`config.mk`:
```
export PLATFORM = sky130hd
export DESIGN_NAME = imgbus_line_dma
export DESIGN_NICKNAME = d
export VERILOG_FILES = /design/src/rtl/imgdma_pkg.sv /design/src/rtl/imgdma_arb.sv /design/src/rtl/imgdma_chan.sv /design/src/rtl/imgbus_line_dma.sv
export SDC_FILE = /design/constraint.sdc
export NUM_CORES = 1
export LEC_CHECK = 0
export ABC_AREA = 1
export ABC_CLOCK_PERIOD_IN_PS = 1600
export BUFFER_PORTS_ARGS = -buffer_cell sky130_fd_sc_hd__buf_2
export CORE_UTILIZATION = 56
export CTS_BUF_LIST = sky130_fd_sc_hd__clkbuf_2 sky130_fd_sc_hd__clkbuf_4 sky130_fd_sc_hd__clkbuf_8
export DETAILED_ROUTE_END_ITERATION = 10
export GPL_TIMING_DRIVEN = 0
export PLACE_DENSITY = 0.8
export RECOVER_POWER = 25
export SYNTH_ARGS = -nofsm -noshare
export SYNTH_HDL_FRONTEND = slang
export SYNTH_SLANG_ARGS = --single-unit
```
`constraint.sdc`:
```
create_clock -name clk -period 1.6 [get_ports clk]
set_input_delay 0.08 -clock clk [delete_from_list [all_inputs] [get_ports clk]]
set_output_delay 0.08 -clock clk [all_outputs]
set_load 0.01 [all_outputs]
```
`src/rtl/imgdma_pkg.sv`:
```
package imgdma_pkg;
  typedef enum logic [1:0] {
    S_IDLE = 2'd0,
    S_REQ  = 2'd1,
    S_SRC  = 2'd2,
    S_DST  = 2'd3
  } dma_st_t;

  localparam int NCH = 2;
endpackage

```
`src/rtl/imgdma_arb.sv`:
```
module imgdma_arb (
  input  logic       clk,
  input  logic       rst_n,
  input  logic [1:0] pend,
  input  logic       adv,
  input  logic       served,
  output logic       any,
  output logic       pick
);
  logic last_q, last_d;

  always_comb begin
    any  = |pend;
    pick = (pend == 2'b11) ? ~last_q : pend[1];
  end

  always_comb begin
    last_d = last_q;
    if (adv) last_d = served;
  end

  always_ff @(posedge clk or negedge rst_n) begin
    if (!rst_n) last_q <= 1'b1;
    else        last_q <= last_d;
  end

  p_pick_pending_r9: assert property (@(posedge clk) disable iff (!rst_n)
    any |-> pend[pick]);
endmodule

```
`src/rtl/imgdma_chan.sv`:
```
module imgdma_chan #(
  parameter int AW = 16,
  parameter int LW = 13
) (
  input  logic          clk,
  input  logic          rst_n,
  input  logic          arm,
  input  logic [AW-1:0] base,
  input  logic [LW-1:0] len,
  input  logic          step,
  output logic [AW-1:0] addr,
  output logic          armed,
  output logic          done
);
  logic [AW-1:0] addr_q, addr_d;
  logic [LW-1:0] left_q, left_d;
  logic          armed_q, armed_d;
  logic          done_q, done_d;

  always_comb begin
    addr_d  = addr_q;
    left_d  = left_q;
    armed_d = armed_q;
    done_d  = 1'b0;
    if (arm) begin
      addr_d  = base;
      left_d  = len;
      armed_d = 1'b1;
    end else if (step) begin
      addr_d = addr_q + AW'(1);
      left_d = left_q - LW'(1);
      if (left_q == LW'(1)) begin
        armed_d = 1'b0;
        done_d  = 1'b1;
      end
    end
  end

  always_ff @(posedge clk or negedge rst_n) begin
    if (!rst_n) begin
      addr_q  <= '0;
      left_q  <= '0;
      armed_q <= 1'b0;
      done_q  <= 1'b0;
    end else begin
      addr_q  <= addr_d;
      left_q  <= left_d;
      armed_q <= armed_d;
      done_q  <= done_d;
    end
  end

  assign addr  = addr_q;
  assign armed = armed_q;
  assign done  = done_q;

  p_done_pulse_r8: assert property (@(posedge clk) disable iff (!rst_n)
    done |=> !done);
  p_done_disarms_r8: assert property (@(posedge clk) disable iff (!rst_n)
    done |-> !armed);
  p_step_armed_r2: assert property (@(posedge clk) disable iff (!rst_n)
    step |-> armed);
endmodule

```
`src/rtl/imgbus_line_dma.sv`:
```
module imgbus_line_dma #(
  parameter int AW = 16,
  parameter int LW = 13,
  parameter int DW = 16
) (
  input  logic          clk,
  input  logic          rst_n,
  input  logic [1:0]    arm,
  input  logic [AW-1:0] base_0,
  input  logic [LW-1:0] len_0,
  input  logic [AW-1:0] base_1,
  input  logic [LW-1:0] len_1,
  output logic [1:0]    dev_start,
  input  logic [1:0]    dev_req,
  output logic [1:0]    dev_ack,
  output logic [1:0]    line_done,
  output logic          bus_req,
  input  logic          bus_gnt,
  input  logic          rdy,
  output logic          bus_oe,
  output logic [AW-1:0] addr_o,
  input  logic [DW-1:0] data_i,
  output logic [DW-1:0] data_o,
  output logic          data_oe,
  output logic          mem_rd,
  output logic          mem_wr,
  output logic          io_rd,
  output logic          io_wr,
  output logic          ube,
  output logic          lbe
);
  import imgdma_pkg::*;

  logic [AW-1:0] ch_addr [NCH];
  logic [AW-1:0] ch_base [NCH];
  logic [LW-1:0] ch_len  [NCH];
  logic [NCH-1:0] armed, done, step, pend;

  dma_st_t       st_q, st_d;
  logic          sel_q, sel_d;
  logic [DW-1:0] buf_q, buf_d;
  logic          any, pick, adv, act;

  assign ch_base[0] = base_0;
  assign ch_base[1] = base_1;
  assign ch_len[0]  = len_0;
  assign ch_len[1]  = len_1;

  for (genvar c = 0; c < NCH; c++) begin : g_ch
    imgdma_chan #(.AW(AW), .LW(LW)) u_chan (
      .clk(clk), .rst_n(rst_n), .arm(arm[c]),
      .base(ch_base[c]), .len(ch_len[c]), .step(step[c]),
      .addr(ch_addr[c]), .armed(armed[c]), .done(done[c])
    );
  end

  assign pend = armed & dev_req;

  imgdma_arb u_arb (
    .clk(clk), .rst_n(rst_n), .pend(pend), .adv(adv),
    .served(sel_q), .any(any), .pick(pick)
  );

  always_comb begin
    st_d  = st_q;
    sel_d = sel_q;
    buf_d = buf_q;
    adv   = 1'b0;
    step  = '0;
    unique case (st_q)
      S_IDLE: if (any) begin
        st_d  = S_REQ;
        sel_d = pick;
      end
      S_REQ: if (bus_gnt) st_d = S_SRC;
      S_SRC: if (bus_gnt && rdy) begin
        st_d  = S_DST;
        buf_d = data_i;
      end
      S_DST: if (bus_gnt && rdy) begin
        st_d        = S_IDLE;
        adv         = 1'b1;
        step[sel_q] = 1'b1;
      end
      default: st_d = S_IDLE;
    endcase
  end

  always_ff @(posedge clk or negedge rst_n) begin
    if (!rst_n) begin
      st_q  <= S_IDLE;
      sel_q <= 1'b0;
      buf_q <= '0;
    end else begin
      st_q  <= st_d;
      sel_q <= sel_d;
      buf_q <= buf_d;
    end
  end

  always_comb begin
    act     = bus_gnt && (st_q == S_SRC || st_q == S_DST);
    bus_oe  = act;
    bus_req = (st_q != S_IDLE);
    io_rd   = act && st_q == S_SRC && !sel_q;
    mem_rd  = act && st_q == S_SRC &&  sel_q;
    mem_wr  = act && st_q == S_DST && !sel_q;
    io_wr   = act && st_q == S_DST &&  sel_q;
    ube     = mem_rd || mem_wr;
    lbe     = mem_rd || mem_wr;
    data_oe = act && st_q == S_DST;
    data_o  = buf_q;
    addr_o  = act ? ch_addr[sel_q] : '0;
    dev_ack = {io_wr && sel_q, io_rd && !sel_q};
    dev_start = armed;
    line_done = done;
  end

  p_oe_gnt_r3: assert property (@(posedge clk) disable iff (!rst_n)
    bus_oe |-> bus_gnt);
  p_one_strobe_r6: assert property (@(posedge clk) disable iff (!rst_n)
    $onehot0({mem_rd, mem_wr, io_rd, io_wr}));
  p_hold_r6: assert property (@(posedge clk) disable iff (!rst_n)
    ((mem_rd || mem_wr || io_rd || io_wr) && !rdy)
      |=> (!bus_gnt || {mem_rd, mem_wr, io_rd, io_wr} == $past({mem_rd, mem_wr, io_rd, io_wr})));
  p_ack_armed_r10: assert property (@(posedge clk) disable iff (!rst_n)
    (dev_ack & ~dev_start) == 2'b00);
  p_req_drop_r11: assert property (@(posedge clk) disable iff (!rst_n)
    (|step) |=> !bus_req);
endmodule

```
# == Word level (Yosys, flattened, before mapping) ==
# Index checks and enable logic that the tools add are counted.
# op_classes
eq_ne,10
n_reduce_logical,26
n_mux,36
bitwise_logic,3
order_cmp,3
add_sub_neg,4
# ops
operator,n
$mux 16,8
$mux 13,4
$add 16x1->16 const B,2
$eq 13x1->1 const B,2
$sub 13x1->13 const B,2
$mux 1,16
$mux 2,6
$logic_and 1x1->1,11
$reduce_bool 2->1,5
$ne 2x2->1 const B,4
$pmux 2 s4,1
$reduce_and 2->1,4
$eq 2x2->1 const B,3
$reduce_and 4->1,1
$and 2x2->2,1
$eq 2x1->1 const B,1
$ge 2x2->1 const B,1
$logic_not 2->1,1
$logic_or 1x1->1,2
$lt 1x2->1 const B,1
$not 1->2,1
$reduce_or 2->1,1
$demux 1 s1,1
$ge 1x1->1 const B,1
2 further kinds,2
# totals
regBits,82
out_inout_bits,47

# == Depth between registers and ports, before layout ==
# Gate-level depths: netlist of run 1.
# logic_depth
word_depth,8
depth_mapped,9
ltp_nobuf,9

# == By module ==
# A second synthesis of run 1 with hierarchy kept.
# hier_totals
cells_unflattened,732
area_unflattened_um2,5197.5
# modules_own_cells
module,n_inst,cells_each,area_per_inst_um2
imgdma_chan,2,259,1904.3
imgbus_line_dma,1,206,1332.5
imgdma_arb,1,8,56.3

# == Worst setup path before layout of run 1 ==
# No wires, ideal clock.
# synth_path
kind,register to output
startpoint,reg st_q[0]
endpoint,out ube
arrival_time_ns,1.565
required_ns,1.520
slack_ns,-0.045
n_path_buf,1
path_stages_with_launch,10
cell_sequence,dfrtp_1 -> inv_1 -> ha_1 -> nor2_1 -> inv_1 -> nand2_1 -> nor2_1 -> nand2_1 -> o21ai_0 -> buf_4
# synth_via
elab_chain_cells,6
elab_cells_between_ends,9
cone_classes,eq/ne (2); reduce/logical (7)
# synth_rtl
item,line_no,source
start: declaration,imgbus_line_dma.sv:39,"dma_st_t st_q, st_d;"
start signal: assignment,imgbus_line_dma.sv:95,st_q <= st_d;
$eq 2x2->1 (on tied branches),-,
$logic_or 1x1->1,imgbus_line_dma.sv:102,act = bus_gnt && (st_q == S_SRC || st_q == S_DST);
$logic_and 1x1->1,imgbus_line_dma.sv:102,
$logic_and 1x1->1 (*),-,
named net data_oe,imgbus_line_dma.sv:24,"output logic data_oe,"
$logic_and 1x1->1 (*),imgbus_line_dma.sv:107,mem_wr = act && st_q == S_DST && !sel_q;
$logic_or 1x1->1 (*),imgbus_line_dma.sv:109,ube = mem_rd || mem_wr;
end: declaration,imgbus_line_dma.sv:29,"output logic ube,"
# Mark *: on every way through the listed nets, which the timed path passes. The rest lies on a longest branch.

# == Final worst setup path of run 1 ==
# layout_path
startpoint,reg st_q[0]
endpoint,out addr_o[0]
# layout_via
elab_chain_cells,4
elab_cells_between_ends,5
cone_classes,eq/ne (2); mux (1); reduce/logical (2)
# layout_rtl
item,line_no,source
$eq 2x2->1,imgbus_line_dma.sv:102,
$logic_or 1x1->1 (*),imgbus_line_dma.sv:102,
$logic_and 1x1->1 (*),imgbus_line_dma.sv:102,
$mux 16 (*),imgbus_line_dma.sv:113,addr_o = act ? ch_addr[sel_q] : '0;
end: declaration,imgbus_line_dma.sv:21,"output logic [AW-1:0] addr_o,"
# Mark *: on every way between the ends. The rest lies on a longest branch, timed or not.

==> results of run 1 <==
==> worst max-delay path: stages, from the launching register on <==
cell and delay [ns]:
sky130_fd_sc_hd__dfrtp_1 0.43, sky130_fd_sc_hd__inv_2 0.10, sky130_fd_sc_hd__ha_4 0.15, sky130_fd_sc_hd__nor2_4 0.03, sky130_fd_sc_hd__inv_2 0.09, sky130_fd_sc_hd__nand2_8 0.09, sky130_fd_sc_hd__buf_4 0.15, sky130_fd_sc_hd__a211oi_2 0.18
sky130_fd_sc_hd__buf_2 0.18
==> cells in the final DEF (no fill, tap or decap), types with 3 or more instances in the layout <==
cell	Yosys	routed
sky130_fd_sc_hd__o21bai_1	5	5
sky130_fd_sc_hd__xnor2_1	3	3
sky130_fd_sc_hd__dlygate4sd3_1	0	51
sky130_fd_sc_hd__buf_6	3	13
sky130_fd_sc_hd__dfrtp_1	81	80
sky130_fd_sc_hd__inv_6	0	3
sky130_fd_sc_hd__o211ai_1	14	14
sky130_fd_sc_hd__o21ai_1	4	6
sky130_fd_sc_hd__nand4_1	9	9
sky130_fd_sc_hd__inv_2	6	9
sky130_fd_sc_hd__nor2_4	2	6
sky130_fd_sc_hd__nor2_2	2	4
sky130_fd_sc_hd__nand2_1	225	214
sky130_fd_sc_hd__mux2_2	16	16
sky130_fd_sc_hd__buf_2	7	127
sky130_fd_sc_hd__nand2_4	4	7
sky130_fd_sc_hd__a21oi_1	12	11
sky130_fd_sc_hd__nor3_2	1	3
sky130_fd_sc_hd__buf_4	9	23
sky130_fd_sc_hd__inv_1	87	82
sky130_fd_sc_hd__nand3_1	59	59
sky130_fd_sc_hd__nor2_1	89	83
sky130_fd_sc_hd__nand2_2	3	10
sky130_fd_sc_hd__ha_1	10	8
sky130_fd_sc_hd__o21ai_0	53	50
sky130_fd_sc_hd__clkbuf_8	0	9
sky130_fd_sc_hd__xor2_1	5	5
sky130_fd_sc_hd__clkbuf_1	6	4
sky130_fd_sc_hd__nor3_1	10	8
==> logic make-up (layout without fill, tap and decap cells) <==
logic type,after synthesis,count (layout)
XOR/XNOR,8,8
multiplexers,16,16
buffers and inverters,120,334
AND/OR/NAND/NOR,407,407
flip-flops,82,82
AO/OA/AOI/OAI,101,101
adder cells (fa/ha/maj),10,10
==> final timing paths <==
| kind | startpoint | to | slack [ns] | depth (start not counted) |
|---|---|---|---|---|
| setup / recovery | st_q[0]$_DFFE_PN0P_ | addr_o[0] | -0.24 | 8 |
| hold / removal | base_0[8] | g_ch[0].u_chan.addr[8]$_DFFE_PN0P_ | 0.008 | 4 |
| setup reg to reg | st_q[1]$_DFFE_PN0P_ | g_ch[0].u_chan.addr[4]$_DFFE_PN0P_ | -0.18 | 9 |
| hold reg to reg | data_o[11]$_DFFE_PN0P_ | data_o[11]$_DFFE_PN0P_ | 0.51 | 1 |
| max in group asynchronous | rst_n | g_ch[1].u_chan.addr[5]$_DFFE_PN0P_ | 0.38 | 3 |
| min in group asynchronous | rst_n | g_ch[0].u_chan.left_q[5]$_DFFE_PN0P_ | 0.24 | 2 |
==> cell usage after synthesis, types with 2 or more instances <==
master	count
sky130_fd_sc_hd__ha_1	10
sky130_fd_sc_hd__nand2_2	3
sky130_fd_sc_hd__nor2_4	2
sky130_fd_sc_hd__a211oi_1	5
sky130_fd_sc_hd__dfrtp_1	81
sky130_fd_sc_hd__clkbuf_1	6
sky130_fd_sc_hd__inv_1	87
sky130_fd_sc_hd__nand2_4	4
sky130_fd_sc_hd__inv_2	6
sky130_fd_sc_hd__xor2_1	5
sky130_fd_sc_hd__o21bai_1	5
sky130_fd_sc_hd__a31oi_1	2
sky130_fd_sc_hd__buf_4	9
sky130_fd_sc_hd__nand3_1	59
sky130_fd_sc_hd__xnor2_1	3
sky130_fd_sc_hd__nand2_1	225
sky130_fd_sc_hd__buf_1	2
sky130_fd_sc_hd__nor3_1	10
sky130_fd_sc_hd__o21ai_1	4
sky130_fd_sc_hd__o211ai_1	14
sky130_fd_sc_hd__nor2_1	89
sky130_fd_sc_hd__o21ai_0	53
sky130_fd_sc_hd__a21oi_1	12
sky130_fd_sc_hd__buf_2	7
sky130_fd_sc_hd__nor2_2	2
sky130_fd_sc_hd__nand4_1	9
sky130_fd_sc_hd__mux2_2	16
sky130_fd_sc_hd__buf_6	3
==> power groups by stage <==
stage	logic [mW]	clock network [mW]	registers (mW)
6_report	3.29	1.48	2.92
5_1_grt	3.61	1.57	2.98
4_1_cts	3.10	1.49	2.90
3_5_place_dp	2.60	0	2.93
3_3_place_gp	2.51	0	2.90
2_1_floorplan	1.61	0	2.96
==> state kept, by name (all words and copies together), names as in the netlist <==
name                flops
st_q                    2
g_ch.u_chan.armed       2
data_o                 16
g_ch.u_chan.addr       32
g_ch.u_chan.done        2
u_arb.last_q            1
g_ch.u_chan.left_q     26
sel_q                   1
==> repair_timing <==
item                                   in CTS  in global routing
endpoints found under the hold margin     128                  0
hold buffers                               51                  0
gates cloned                                3                  0
gates resized for setup                    56                 14
pin swaps                                   8                  5
setup endpoints to repair                  67                101
setup buffers                              13                  3
==> cell type report <==
type / count / area [µm²]
Buffer: 27 / 193.9
Clock buffer: 9 / 123.9
Clock inverter: 7 / 60.06
Fill cell: 626 / 1789
Inverter: 93 / 356.6
Multi-Input combinational cell: 542 / 2831
Sequential cell: 82 / 2054
Tap cell: 108 / 135.1
Timing Repair Buffer: 198 / 1346
==> per-layer routing <==
metal,share of wire [%],GRT usage (%)
met5,0,0
met2,48,57.56
met1,41,42.74
met3,7.7,5.106
met4,3.5,15.61
==> impl_summary.log, run 1 <==
[metrics] status: finished with violations
[metrics] failing checks: setup timing
[metrics] library cell occupying the most area in the post-synthesis netlist: sky130_fd_sc_hd__dfrtp_1
[metrics] post-layout total power: 7.694 mW
[metrics] post-synthesis sequential element count: 82
[metrics] largest cells by area after synthesis: sky130_fd_sc_hd__dfrtp_1 39%, sky130_fd_sc_hd__nand2_1 16%, sky130_fd_sc_hd__nor2_1 6.4%
[metrics] maximum number of pins on one net before global-route repair: 60
[metrics] critical path data arrival time: 1.76 ns
[metrics] sum of overflow across all layers after global routing: 0
[metrics] number of setup violations in the final report: 82
[metrics] number of diodes added for antenna fixing: 0
[metrics] worst hold path class: in2reg
[metrics] area overhead of the layout relative to synthesis: 35.34%
[metrics] share of power burned in combinational logic: 42.8%
[metrics] clock tree skew after final layout: 0.01792 ns
[metrics] root cell of the clock tree: sky130_fd_sc_hd__clkbuf_8
[metrics] final count of hold timing violations: 0
[metrics] final worst-path cycle share: 115.2%
[metrics] I/O pin total: 129
[metrics] clock slew at the register clock pins of the worst setup and hold paths: 0.10 ns
[metrics] syn_area_per_cell: 7.053 µm²
[metrics] Num CTS Buffers: 9
[metrics] cell area after placement: 0.006056 mm²
[metrics] Clk Latency, worst-skew pair: 0.37 ns
[metrics] syn nets: 836
[metrics] row count: 34
[metrics] portion of synthesized cell area occupied by the leading cell type: 38.63%
[metrics] Final ANT Viol Nets: 0
[metrics] Pwr Density: 1083 mW/mm²
[metrics] DRT Wirelength: 16180 µm
[metrics] IR drop worst, VDD: 703.3 µV
[metrics] dominant combinational cell family by area after synthesis: simple AND/OR/NAND/NOR gates
[metrics] number of flops mapped to enable cells by yosys: 0
[metrics] synth unique cells: 39
[metrics] Slew @ Worst Pin: 0.6167 ns
[metrics] post-placement worst setup slack: -0.1833 ns
[metrics] Buffers on Ports: 128
[metrics] internal cell power: 4.527 mW
[metrics] Max FO, Critical Path: 7
[metrics] final instance area: 0.007102 mm²
[metrics] DRT Pass-1 Iters: 8
[metrics] Avg Vias per Cell: 5.544
[metrics] synthesized-area fraction occupied by and/or/nand/nor cells: 32.55%
[metrics] xor-xnor portion of the synthesized cell area: 1.335%
[metrics] vertical extent of the die: 98.80 µm
[metrics] DIE WIDTH: 98.80 µm
[metrics] switching part of the total power: 41.16%
[metrics] Gate Count Post-Synth: 744
[metrics] worst setup path category: reg2out
[metrics] Fin Setup TNS: -8.552 ns
[metrics] number of max-cap violations: 0
[metrics] Netlist Area Pre-Place: 0.005248 mm²
[metrics] count of warnings emitted by yosys: 0
[metrics] Async S/R FF share, synth: 100.0%
[metrics] TritonCTS clock tree: done
[metrics] Initial Util: 59.02%
[metrics] fin util: 79.88%
[metrics] Num Clock Sinks: 82
[metrics] initial antenna violation count: 0
[metrics] Reg power frac: 37.9%
[metrics] layout cell share with drive strength beyond 1: 26.62%
[metrics] power spent charging and discharging nets: 3.167 mW
[metrics] final cell count without fillers: 1066
[metrics] setup repair after global routing missed its margin: true
[metrics] CP required: 1.52 ns
[metrics] Placed Cells incl. Taps: 981
[metrics] tightest slew margin relative to the limit: 58.89%
[metrics] drt wl/cell: 15.18 µm
[metrics] depth of the CTS H-tree: 3
[metrics] Leakage Power: 3.662 nW
[metrics] clock period minus final worst setup slack: 1.843 ns
[metrics] global-route wire length before repair: 26180 µm
[metrics] detailed-route via count: 5910
[metrics] DR DRC count: 0
[metrics] NumNets Final: 1045
[metrics] DRC violation total after the first TritonRoute iteration: 430
[metrics] register area share after synthesis: 39.13%
[metrics] multiplexer share of the synthesized area: 3.433%
[metrics] area share of fa/ha/maj cells after synthesis: 2.384%
[metrics] worst hold margin: 0.007935 ns
[metrics] RD Place Congestion: 0.9643
[metrics] kind of start point of the critical path: flop
[metrics] die area: 0.009761 mm²
[metrics] core area: 0.008891 mm²
[metrics] number of global-route vias before repair: 5755
[metrics] Max Clock Freq: 542.6 MHz
[metrics] most used flip-flop cell after synthesis: sky130_fd_sc_hd__dfrtp_1
[metrics] Crit. End Element: output port
[metrics] post-synthesis compound-gate area fraction: 11.35%
[metrics] DPL Wire Length: 10650 µm
[metrics] aggregate global-route resource usage: 33.90%
[metrics] setup slack after layout: -0.2430 ns
[metrics] Final Slew Violations: 0
[metrics] relative contribution of the clock network to total power: 19.3%
[metrics] buffers from clock root to sink, at most: 2
Note: power is estimated with default switching activity, not from simulation.
==> inputs of run 2 (changes only) <==
==> constraint.sdc (replaced) <==
create_clock -name clk -period 1.6 [get_ports clk]
set_input_delay 0.24 -clock clk [delete_from_list [all_inputs] [get_ports clk]]
set_output_delay 0.24 -clock clk [all_outputs]
set_load 0.01 [all_outputs]
==> impl_summary.log, run 2 (synthesized netlist as in run 1, its figures left out) <==
[metrics] status: finished with violations (unchanged)
[metrics] failing checks: setup timing (unchanged)
[metrics] sum of overflow across all layers after global routing: 0 (unchanged)
[metrics] Pwr Density: 1162 mW/mm² (was 1083 mW/mm²)
[metrics] root cell of the clock tree: sky130_fd_sc_hd__clkbuf_8 (unchanged)
[metrics] final worst-path cycle share: 126.5% (was 115.2%)
[metrics] RD Place Congestion: 0.9494 (was 0.9643)
[metrics] Multi-input gate area: 0.002803 mm² (was 0.002831 mm²)
[metrics] Final ANT Viol Nets: 0 (unchanged)
[metrics] Storage cell area: 0.002057 mm² (was 0.002054 mm²)
[metrics] Clk Latency, worst-skew pair: 0.38 ns (was 0.37 ns)
[metrics] aggregate global-route resource usage: 32.46% (was 33.90%)
[metrics] Worst Hold Launch: base_1[9] (was base_0[8])
[metrics] die area: 0.009761 mm² (unchanged)
[metrics] DR DRC count: 0 (unchanged)
[metrics] worst setup path category: reg2out (unchanged)
[metrics] Crit. End Element: output port (unchanged)
[metrics] DPL Wire Length: 10920 µm (was 10650 µm)
[metrics] most common cell after layout, fill and taps aside: sky130_fd_sc_hd__nand2_1 (unchanged)
[metrics] CP required: 1.36 ns (was 1.52 ns)
[metrics] area overhead of the layout relative to synthesis: 25.39% (was 35.34%)
[metrics] DRT Pass-1 Iters: 4 (was 8)
[metrics] layout cell share with drive strength beyond 1: 27.28% (was 26.62%)
[metrics] top library cells by usage in the layout, fill and taps aside: 224 x sky130_fd_sc_hd__nand2_1, 130 x sky130_fd_sc_hd__buf_2, 84 x sky130_fd_sc_hd__nor2_1 (was 214 x sky130_fd_sc_hd__nand2_1, 127 x sky130_fd_sc_hd__buf_2, 83 x sky130_fd_sc_hd__nor2_1)
[metrics] setup repair after global routing missed its margin: true (unchanged)
[metrics] core area: 0.008891 mm² (unchanged)
[metrics] number of max-cap violations: 0 (unchanged)
[metrics] R2R cell count: 9 (unchanged)
[metrics] Leakage Power: 3.457 nW (was 3.662 nW)
[metrics] final count of hold timing violations: 0 (unchanged)
[metrics] final instance area: 0.006580 mm² (was 0.007102 mm²)
[metrics] Fin Setup TNS: -14.03 ns (was -8.552 ns)
[metrics] Max FO, Critical Path: 6 (was 7)
[metrics] number of setup violations in the final report: 85 (was 82)
[metrics] tightest slew margin relative to the limit: 56.88% (was 58.89%)
[metrics] Buffers on Ports: 128 (unchanged)
[metrics] fin util: 74.01% (was 79.88%)
[metrics] DIE WIDTH: 98.80 µm (unchanged)
[metrics] TritonCTS clock tree: done (unchanged)
[metrics] FILL cells: 736 (was 626)
[metrics] critical path data arrival time: 1.78 ns (was 1.76 ns)
[metrics] kind of start point of the critical path: flop (unchanged)
[metrics] Initial Util: 59.02% (unchanged)
[metrics] clock slew at the register clock pins of the worst setup and hold paths: 0.10 ns (about the same)
[metrics] Slew @ Worst Pin: 0.6467 ns (was 0.6167 ns)
[metrics] launch instance of the worst register-to-register path: st_q[1]$_DFFE_PN0P_ (unchanged)
[metrics] detailed-route via count: 5548 (was 5910)
[metrics] flip-flop count of the largest register, all copies and words added: 32 (unchanged)
[metrics] IR drop worst, VDD: 786.3 µV (was 703.3 µV)
[metrics] maximum number of pins on one net before global-route repair: 59 (was 60)
[metrics] global-route wire length before repair: 25130 µm (was 26180 µm)
[metrics] clock tree skew after final layout: 0.01012 ns (was 0.01792 ns)
[metrics] depth of the CTS H-tree: 3 (unchanged)
[metrics] post-layout total power: 7.648 mW (was 7.694 mW)
[metrics] row count: 34 (unchanged)
[metrics] vertical extent of the die: 98.80 µm (unchanged)
[metrics] clock period minus final worst setup slack: 2.024 ns (was 1.843 ns)
[metrics] NumNets Final: 996 (was 1045)
[metrics] I/O pin total: 129 (unchanged)
[metrics] critical register-to-register path endpoint: g_ch[0].u_chan.addr[4]$_DFFE_PN0P_ (unchanged)
[metrics] Max Clock Freq: 494.0 MHz (was 542.6 MHz)
[metrics] Avg Vias per Cell: 5.455 (was 5.544)
[metrics] worst hold path cell count: 3 (was 4)
[metrics] Num CTS Buffers: 9 (unchanged)
[metrics] Final Slew Violations: 0 (unchanged)
[metrics] flop-to-flop setup slack: -0.17 ns (was -0.18 ns)
[metrics] Num Clock Sinks: 82 (unchanged)
[metrics] cell area after placement: 0.006065 mm² (was 0.006056 mm²)
[metrics] initial antenna violation count: 0 (unchanged)
[metrics] drt wl/cell: 15.13 µm (was 15.18 µm)
[metrics] endpoint of the worst hold-timing path: g_ch[1].u_chan.addr[9]$_DFFE_PN0P_ (was g_ch[0].u_chan.addr[8]$_DFFE_PN0P_)
[metrics] DRT Wirelength: 15390 µm (was 16180 µm)
[metrics] setup slack after layout: -0.4245 ns (was -0.2430 ns)
[metrics] DRC violation total after the first TritonRoute iteration: 261 (was 430)
[metrics] buffers from clock root to sink, at most: 2 (unchanged)
[metrics] number of diodes added for antenna fixing: 0 (unchanged)
[metrics] number of global-route vias before repair: 5337 (was 5755)
[metrics] worst hold path class: in2reg (unchanged)
==> run 2: cell count changes in the layout (fill, tap and decap cells not counted), sizes merged <==
cell / delta
buf: +1
bufinv: +1
clkinv: +1
clkinvlp: -1
dlygate4sd3: -50
inv: -1
==> run 2: cell type report <==
class | count | share of cell area [%]
inverters | 93 | 5.419
plain buffers | 27 | 2.985
repair buffers | 149 | 12.53
flip-flops and latches | 82 | 31.26
clock inverters | 7 | 1.274
clock buffers | 9 | 1.882
well taps | 108 | 2.054
multi-input cells | 542 | 42.59
==> run 2: critical path, cell delays in order, from the launching register on <==
cell                       delay, ns
sky130_fd_sc_hd__dfrtp_1        0.42
sky130_fd_sc_hd__inv_2          0.11
sky130_fd_sc_hd__ha_4           0.16
sky130_fd_sc_hd__nor2_4         0.05
sky130_fd_sc_hd__inv_2          0.06
sky130_fd_sc_hd__nand2_4        0.08
sky130_fd_sc_hd__buf_4          0.15
sky130_fd_sc_hd__a211oi_2       0.19
sky130_fd_sc_hd__buf_2          0.18
==> run 2: timing repair <==
item / 4_1_cts / 5_1_grt
endpoints found under the hold margin: 23 / 0
setup buffers: 13 / 5
endpoints found under the setup margin: 79 / 100
hold buffers: 1 / 0
gates cloned: 2 / 0
pin swaps: 4 / 2
gates resized for setup: 42 / 10
==> run 2: where the power goes <==
group          total (mW)  internal, mW  switching, mW
clock network        1.63         0.749          0.886
registers            2.92          2.54          0.388
logic                3.09          1.29           1.80
total                7.65          4.57           3.08
==> run 2: how the worst max path moves through the flow <==
stage | startpoint | to | slack (ns) | cells past startpoint
3_5_place_dp | st_q[0]$_DFFE_PN0P_ | addr_o[9] | -0.37 | 10
3_3_place_gp | rst_n | g_ch[1].u_chan.left_q[10]$_DFFE_PN0P_ | -0.42 | 1
5_1_grt | st_q[0]$_DFFE_PN0P_ | addr_o[14] | -0.47 | 10
2_1_floorplan | st_q[0]$_DFFE_PN0P_ | ube | -0.06 | 9
6_report | st_q[0]$_DFFE_PN0P_ | addr_o[0] | -0.42 | 8
4_1_cts | st_q[0]$_DFFE_PN0P_ | dev_ack[1] | -0.37 | 9
==> run 2: per-layer routing <==
layer	part of all wire [%]	wire, µm	vias to the layer above	GRT usage (%)
li1	-	-	2710	-
met1	44	6797	2578	44.33
met2	47	7255	231	53.04
met3	6.7	1038	29	5.745
met4	1.9	293	0	9.414
met5	0	0	-	0
==> run 2: metrics by stage <==
stage,cells,hold WS (ns),setup slack (ns)
2_1_floorplan,744,-0.05559,-0.05836
3_3_place_gp,980,0.4572,-0.4159
3_5_place_dp,981,0.1766,-0.3666
6_report,1017,0.07030,-0.4245
5_1_grt,1017,0.08053,-0.4745
4_1_cts,1013,0.07324,-0.3652
